$ cat src/rtl/ffa_pkg.sv
package ffa_pkg;
    localparam int unsigned WORD_W = 32;
    localparam int unsigned HALF_W = WORD_W / 2;

    typedef enum logic {
        ST_ALIGNED   = 1'b0,
        ST_UNALIGNED = 1'b1
    } align_state_e;

    typedef struct packed {
        logic              err;
        logic [WORD_W-1:0] data;
    } fetch_word_t;
endpackage

$ cat src/rtl/ffa_word_fifo.sv
module ffa_word_fifo
    import ffa_pkg::*;
#(
    parameter int unsigned DEPTH = 4
) (
    input  logic        clk_i,
    input  logic        rst_ni,
    input  logic        clear_i,
    input  logic        push_i,
    input  fetch_word_t push_word_i,
    input  logic        pop_i,
    output logic        full_o,
    output logic        head_valid_o,
    output logic        next_valid_o,
    output fetch_word_t head_o,
    output fetch_word_t next_o
);
    localparam int unsigned PTR_W = (DEPTH > 1) ? $clog2(DEPTH) : 1;
    localparam int unsigned CNT_W = PTR_W + 1;

    fetch_word_t          mem_q [DEPTH];
    logic [PTR_W-1:0]     rd_ptr_q, wr_ptr_q;
    logic [CNT_W-1:0]     cnt_q;
    logic                 do_push, do_pop;

    function automatic logic [PTR_W-1:0] ptr_inc(input logic [PTR_W-1:0] p);
        ptr_inc = (p == PTR_W'(DEPTH - 1)) ? '0 : p + PTR_W'(1);
    endfunction

    assign full_o       = (cnt_q == CNT_W'(DEPTH));
    assign head_valid_o = (cnt_q >= CNT_W'(1));
    assign next_valid_o = (cnt_q >= CNT_W'(2));
    assign head_o       = mem_q[rd_ptr_q];
    assign next_o       = mem_q[ptr_inc(rd_ptr_q)];
    assign do_push      = push_i && !full_o && !clear_i;
    assign do_pop       = pop_i && head_valid_o && !clear_i;

    always_ff @(posedge clk_i or negedge rst_ni) begin
        if (!rst_ni) begin
            rd_ptr_q <= '0;
            wr_ptr_q <= '0;
            cnt_q    <= '0;
        end else if (clear_i) begin
            rd_ptr_q <= '0;
            wr_ptr_q <= '0;
            cnt_q    <= '0;
        end else begin
            if (do_push) wr_ptr_q <= ptr_inc(wr_ptr_q);
            if (do_pop)  rd_ptr_q <= ptr_inc(rd_ptr_q);
            cnt_q <= cnt_q + CNT_W'(do_push) - CNT_W'(do_pop);
        end
    end

    for (genvar g = 0; g < DEPTH; g++) begin : g_slot
        always_ff @(posedge clk_i or negedge rst_ni) begin
            if (!rst_ni) begin
                mem_q[g] <= '0;
            end else if (do_push && (wr_ptr_q == PTR_W'(g))) begin
                mem_q[g] <= push_word_i;
            end
        end
    end
endmodule

$ cat src/rtl/ffa_instr_extract.sv
module ffa_instr_extract
    import ffa_pkg::*;
(
    input  align_state_e      state_i,
    input  logic              head_valid_i,
    input  logic              next_valid_i,
    input  fetch_word_t       head_i,
    input  fetch_word_t       next_i,
    output logic              valid_o,
    output logic              is_full_o,
    output logic [WORD_W-1:0] instr_o,
    output logic              err_o,
    output logic              err_hi_o
);
    logic [HALF_W-1:0] first_half;
    logic [HALF_W-1:0] second_half;
    logic              full_len;

    always_comb begin
        first_half  = '0;
        second_half = '0;
        valid_o     = 1'b0;
        err_o       = 1'b0;
        err_hi_o    = 1'b0;
        unique case (state_i)
            ST_ALIGNED: begin
                first_half  = head_i.data[HALF_W-1:0];
                second_half = head_i.data[WORD_W-1:HALF_W];
                valid_o     = head_valid_i;
                err_o       = head_i.err;
            end
            ST_UNALIGNED: begin
                first_half  = head_i.data[WORD_W-1:HALF_W];
                second_half = (next_valid_i && !head_i.err) ? next_i.data[HALF_W-1:0] : '0;
                valid_o     = head_valid_i &&
                              ((first_half[1:0] != 2'b11) || next_valid_i || head_i.err);
                err_o       = head_i.err ||
                              ((first_half[1:0] == 2'b11) && next_valid_i && next_i.err);
                err_hi_o    = (first_half[1:0] == 2'b11) && !head_i.err &&
                              next_valid_i && next_i.err;
            end
            default: ;
        endcase
        full_len  = (first_half[1:0] == 2'b11);
        is_full_o = full_len;
        instr_o   = full_len ? {second_half, first_half} : {{HALF_W{1'b0}}, first_half};
    end
endmodule

$ cat src/rtl/ffa_align_fsm.sv
module ffa_align_fsm
    import ffa_pkg::*;
(
    input  logic              clk_i,
    input  logic              rst_ni,
    input  logic              flush_i,
    input  logic [WORD_W-1:0] flush_addr_i,
    input  logic              accept_i,
    input  logic              is_full_i,
    output align_state_e      state_o,
    output logic [WORD_W-1:0] addr_o,
    output logic              pop_word_o
);
    align_state_e      state_q, state_d;
    logic [WORD_W-1:0] addr_q;

    always_ff @(posedge clk_i or negedge rst_ni) begin
        if (!rst_ni) state_q <= ST_ALIGNED;
        else         state_q <= state_d;
    end

    always_comb begin
        state_d    = state_q;
        pop_word_o = 1'b0;
        unique case (state_q)
            ST_ALIGNED: begin
                if (accept_i) begin
                    pop_word_o = is_full_i;
                    if (!is_full_i) state_d = ST_UNALIGNED;
                end
            end
            ST_UNALIGNED: begin
                if (accept_i) begin
                    pop_word_o = 1'b1;
                    if (!is_full_i) state_d = ST_ALIGNED;
                end
            end
            default: state_d = ST_ALIGNED;
        endcase
        if (flush_i) begin
            pop_word_o = 1'b0;
            state_d    = flush_addr_i[1] ? ST_UNALIGNED : ST_ALIGNED;
        end
    end

    always_ff @(posedge clk_i or negedge rst_ni) begin
        if (!rst_ni)       addr_q <= '0;
        else if (flush_i)  addr_q <= flush_addr_i;
        else if (accept_i) addr_q <= addr_q + (is_full_i ? WORD_W'(4) : WORD_W'(2));
    end

    assign state_o = state_q;
    assign addr_o  = addr_q;
endmodule

$ cat src/rtl/ffa_fetch_aligner.sv
module ffa_fetch_aligner
    import ffa_pkg::*;
#(
    parameter int unsigned DEPTH = 4
) (
    input  logic        clk_i,
    input  logic        rst_ni,
    input  logic        flush_i,
    input  logic [31:0] flush_addr_i,
    input  logic        in_valid_i,
    input  logic [31:0] in_rdata_i,
    input  logic        in_err_i,
    output logic        in_ready_o,
    output logic        out_valid_o,
    input  logic        out_ready_i,
    output logic [31:0] out_instr_o,
    output logic [31:0] out_addr_o,
    output logic        out_err_o,
    output logic        out_err_hi_o,
    output logic [31:0] out_err_addr_o
);
    fetch_word_t  head_w, next_w, push_w;
    logic         head_v, next_v, full, pop_word, accept, is_full;
    align_state_e state;

    assign push_w = '{err: in_err_i, data: in_rdata_i};
    assign accept = out_valid_o && out_ready_i && !flush_i;

    ffa_word_fifo #(.DEPTH(DEPTH)) u_fifo (
        .clk_i        (clk_i),
        .rst_ni       (rst_ni),
        .clear_i      (flush_i),
        .push_i       (in_valid_i),
        .push_word_i  (push_w),
        .pop_i        (pop_word),
        .full_o       (full),
        .head_valid_o (head_v),
        .next_valid_o (next_v),
        .head_o       (head_w),
        .next_o       (next_w)
    );

    ffa_instr_extract u_extract (
        .state_i      (state),
        .head_valid_i (head_v),
        .next_valid_i (next_v),
        .head_i       (head_w),
        .next_i       (next_w),
        .valid_o      (out_valid_o),
        .is_full_o    (is_full),
        .instr_o      (out_instr_o),
        .err_o        (out_err_o),
        .err_hi_o     (out_err_hi_o)
    );

    ffa_align_fsm u_fsm (
        .clk_i        (clk_i),
        .rst_ni       (rst_ni),
        .flush_i      (flush_i),
        .flush_addr_i (flush_addr_i),
        .accept_i     (accept),
        .is_full_i    (is_full),
        .state_o      (state),
        .addr_o       (out_addr_o),
        .pop_word_o   (pop_word)
    );

    assign in_ready_o     = !full;
    assign out_err_addr_o = out_err_hi_o ? out_addr_o + 32'd2 : out_addr_o;
endmodule

$ cat config.mk
export PLATFORM = sky130hd
export DESIGN_NAME = ffa_fetch_aligner
export DESIGN_NICKNAME = d
export VERILOG_FILES = /design/src/rtl/ffa_pkg.sv /design/src/rtl/ffa_word_fifo.sv /design/src/rtl/ffa_instr_extract.sv /design/src/rtl/ffa_align_fsm.sv /design/src/rtl/ffa_fetch_aligner.sv
export SDC_FILE = /design/constraint.sdc
export NUM_CORES = 1
export LEC_CHECK = 0
export BUFFER_PORTS_ARGS = -buffer_cell sky130_fd_sc_hd__buf_2
export CORE_MARGIN = 5
export CORE_UTILIZATION = 40
export DETAILED_ROUTE_END_ITERATION = 6
export PLACE_DENSITY_LB_ADDON = 0.12
export SLEW_MARGIN = 20
export SYNTH_ARGS = -nofsm -noshare
export SYNTH_HDL_FRONTEND = slang
export SYNTH_HIERARCHICAL = 1
export SYNTH_SLANG_ARGS = --single-unit
$ cat constraint.sdc
create_clock -name clk_i -period 3.9 [get_ports clk_i]
set_input_delay 0.195 -clock clk_i [delete_from_list [all_inputs] [get_ports clk_i]]
set_output_delay 0.195 -clock clk_i [all_outputs]
set_load 0.01 [all_outputs]
==> flow_metrics.tcl <==
set metrics [dict create \
    status "finished clean" \
    insertion_delay_ns 0.44 \
    fin_worst_skew_ns 0.0120 \
    grt_pass1_wl_um 42500 \
    worst_slew_pin_slew_ns 0.912 \
    drive_above_1_share 0.464 \
    clock_path_buffers 2 \
    utilization 0.482 \
    path_clk_slew_ns 0.08 \
    leakage_nw 5.28 \
    die-area_um2 28800 \
    min_path_type "in2reg" \
    cts_buffers 17 \
    worst_path_max_delay_cell "or4_1" \
    dp_cells 1261 \
    layout.nets 1054 \
    via_count 7166 \
    rsz0062_at_grt "false" \
    cp_num_buf_inv 2 \
    antenna_found_initial 3 \
    maxCapViolCount 0 \
    syn_area_per_cell_um2 12.8 \
    final_common_cell "dfrtp_1" \
    dp_hpwl_um 18500 \
    syn_nets 877 \
    cts_root_buf "clkbuf_16" \
    drtIter0Drc 433 \
    pwr_density_cell_nw_per_um2 512 \
    setup_tns_ns 0 \
    start_util 0.406 \
    slew_headroom 0.392 \
    worstSetupStartpointType "flip-flop" \
    peakVddDrop_uv 262 \
    crit_top_cell "or4_1" \
    period_needed_ns 3.64 \
    syn_to_final_growth_pct 18.9 \
    drc 0 \
    via_per_inst 5.45 \
    place_area_um2 11300 \
    first_pass_iters 5 \
    io_pins 170 \
    core_area_um2 25100 \
    place_ws_ns 0.234 \
    track_usage 0.189 \
    fin_cells 1315 \
    setup_slack_ns 0.258 \
    ant_nets 0 \
    clock_sinks 172 \
    min_period_over_period 0.934 \
    grt_max_degree 93 \
    layout_common_cells "dfrtp_1, buf_2, mux2_2" \
    std_cell_rows 58 \
    critPathArrivalTime_ns 4.00 \
    die_x_um 170 \
    htree_num_levels 4 \
    synth_area_um2 10200 \
    final_cell_area_um2 12100 \
    path_class "reg2reg" \
    hold_viol_final 0 \
    cpPeakStageDelay_ns 0.80 \
    wl_per_cell_um 20.4 \
    gp_congestion 0.779 \
    fmax_ghz 0.275 \
    grt_overflow 0 \
    cpLargestDelayFamily "simple AND/OR/NAND/NOR gates" \
    crit_fanout 18 \
    synth_warnings 6 \
    whs_ns 0.0179 \
    finalPower_mw 6.20 \
    tritoncts "built" \
    synthCells 794 \
    finalSetupViolCount 0 \
    final_max_slew_viol_count 0 \
    wirelength_um 26900 \
    cp_data_required_time_ns 4.26 \
    io_buffers 169 \
    end_kind "flip-flop" \
    die_y_um 170 \
    grt_pass1_vias 7281 \
    path_cells "buf_4 > mux4_2 > nand3b_4 > nand2_1 > inv_1 > ha_1 > fa_1 > nand3_1 > or4_1 > or4_1 > a31oi_1" \
]
area by class of cell:
| class | count | area, µm² |
|---|---|---|
| multi-input cells | 540 | 5400 |
| flip-flops and latches | 172 | 4310 |
| well taps | 330 | 413 |
| fillers | 2338 | 13000 |
| clock inverters | 15 | 204 |
| clock buffers | 17 | 425 |
| repair buffers | 216 | 1260 |
| inverters | 24 | 90.1 |
| diodes | 1 | 2.50 |
what timing repair did:
action | 4_1_cts | 5_1_grt
setup endpoints to repair | 13 | 25
endpoints found under the hold margin | 106 | 0
hold buffers | 17 | 0
pin swaps | 0 | 0
gates resized for setup | 1 | 1
setup buffers | 0 | 4
path summary, 6_finish.rpt:
path | start | slack [ns] | to | depth (start not counted)
max reg2reg | u_fifo/rd_ptr_q[1] | 0.26 | u_fsm/addr_o[31] | 11
max | u_fifo/rd_ptr_q[1] | 0.26 | u_fsm/addr_o[31] | 11
min in group asynchronous | rst_ni | 0.41 | u_fsm/addr_o[6] | 2
max in group asynchronous | rst_ni | 2.61 | u_fifo/mem_q[41] | 3
min reg2reg | u_fifo/mem_q[18] | 0.51 | u_fifo/mem_q[18] | 1
min | flush_addr_i[29] | 0.02 | u_fsm/addr_o[29] | 3
tightest hold or removal path, cell delays in order:
cell and delay [ns]:
buf_2 0.10, nor2_1 0.08, a31oi_1 0.04
routing by layer:
layer  up-vias  part of all wire  global-route usage
met5         -            0.0010                   0
li1       3322                 -                   -
met3        28             0.054              0.0354
met1      3626              0.45               0.261
met2       186              0.48               0.309
met4         4             0.014              0.0508
state kept, by name (all words and copies together), names as in the netlist:
signal           count
u_fifo/mem_q       132
u_fifo/wr_ptr_q      2
u_fifo/rd_ptr_q      2
u_fsm/state_o        1
u_fifo/cnt_q         3
u_fsm/addr_o        32
where the power goes:
group	internal, mW	switching [mW]
clock	0.878	0.869
sequential	2.28	0.383
combinational	1.08	0.713
Note: power is estimated with default switching activity, not from simulation.
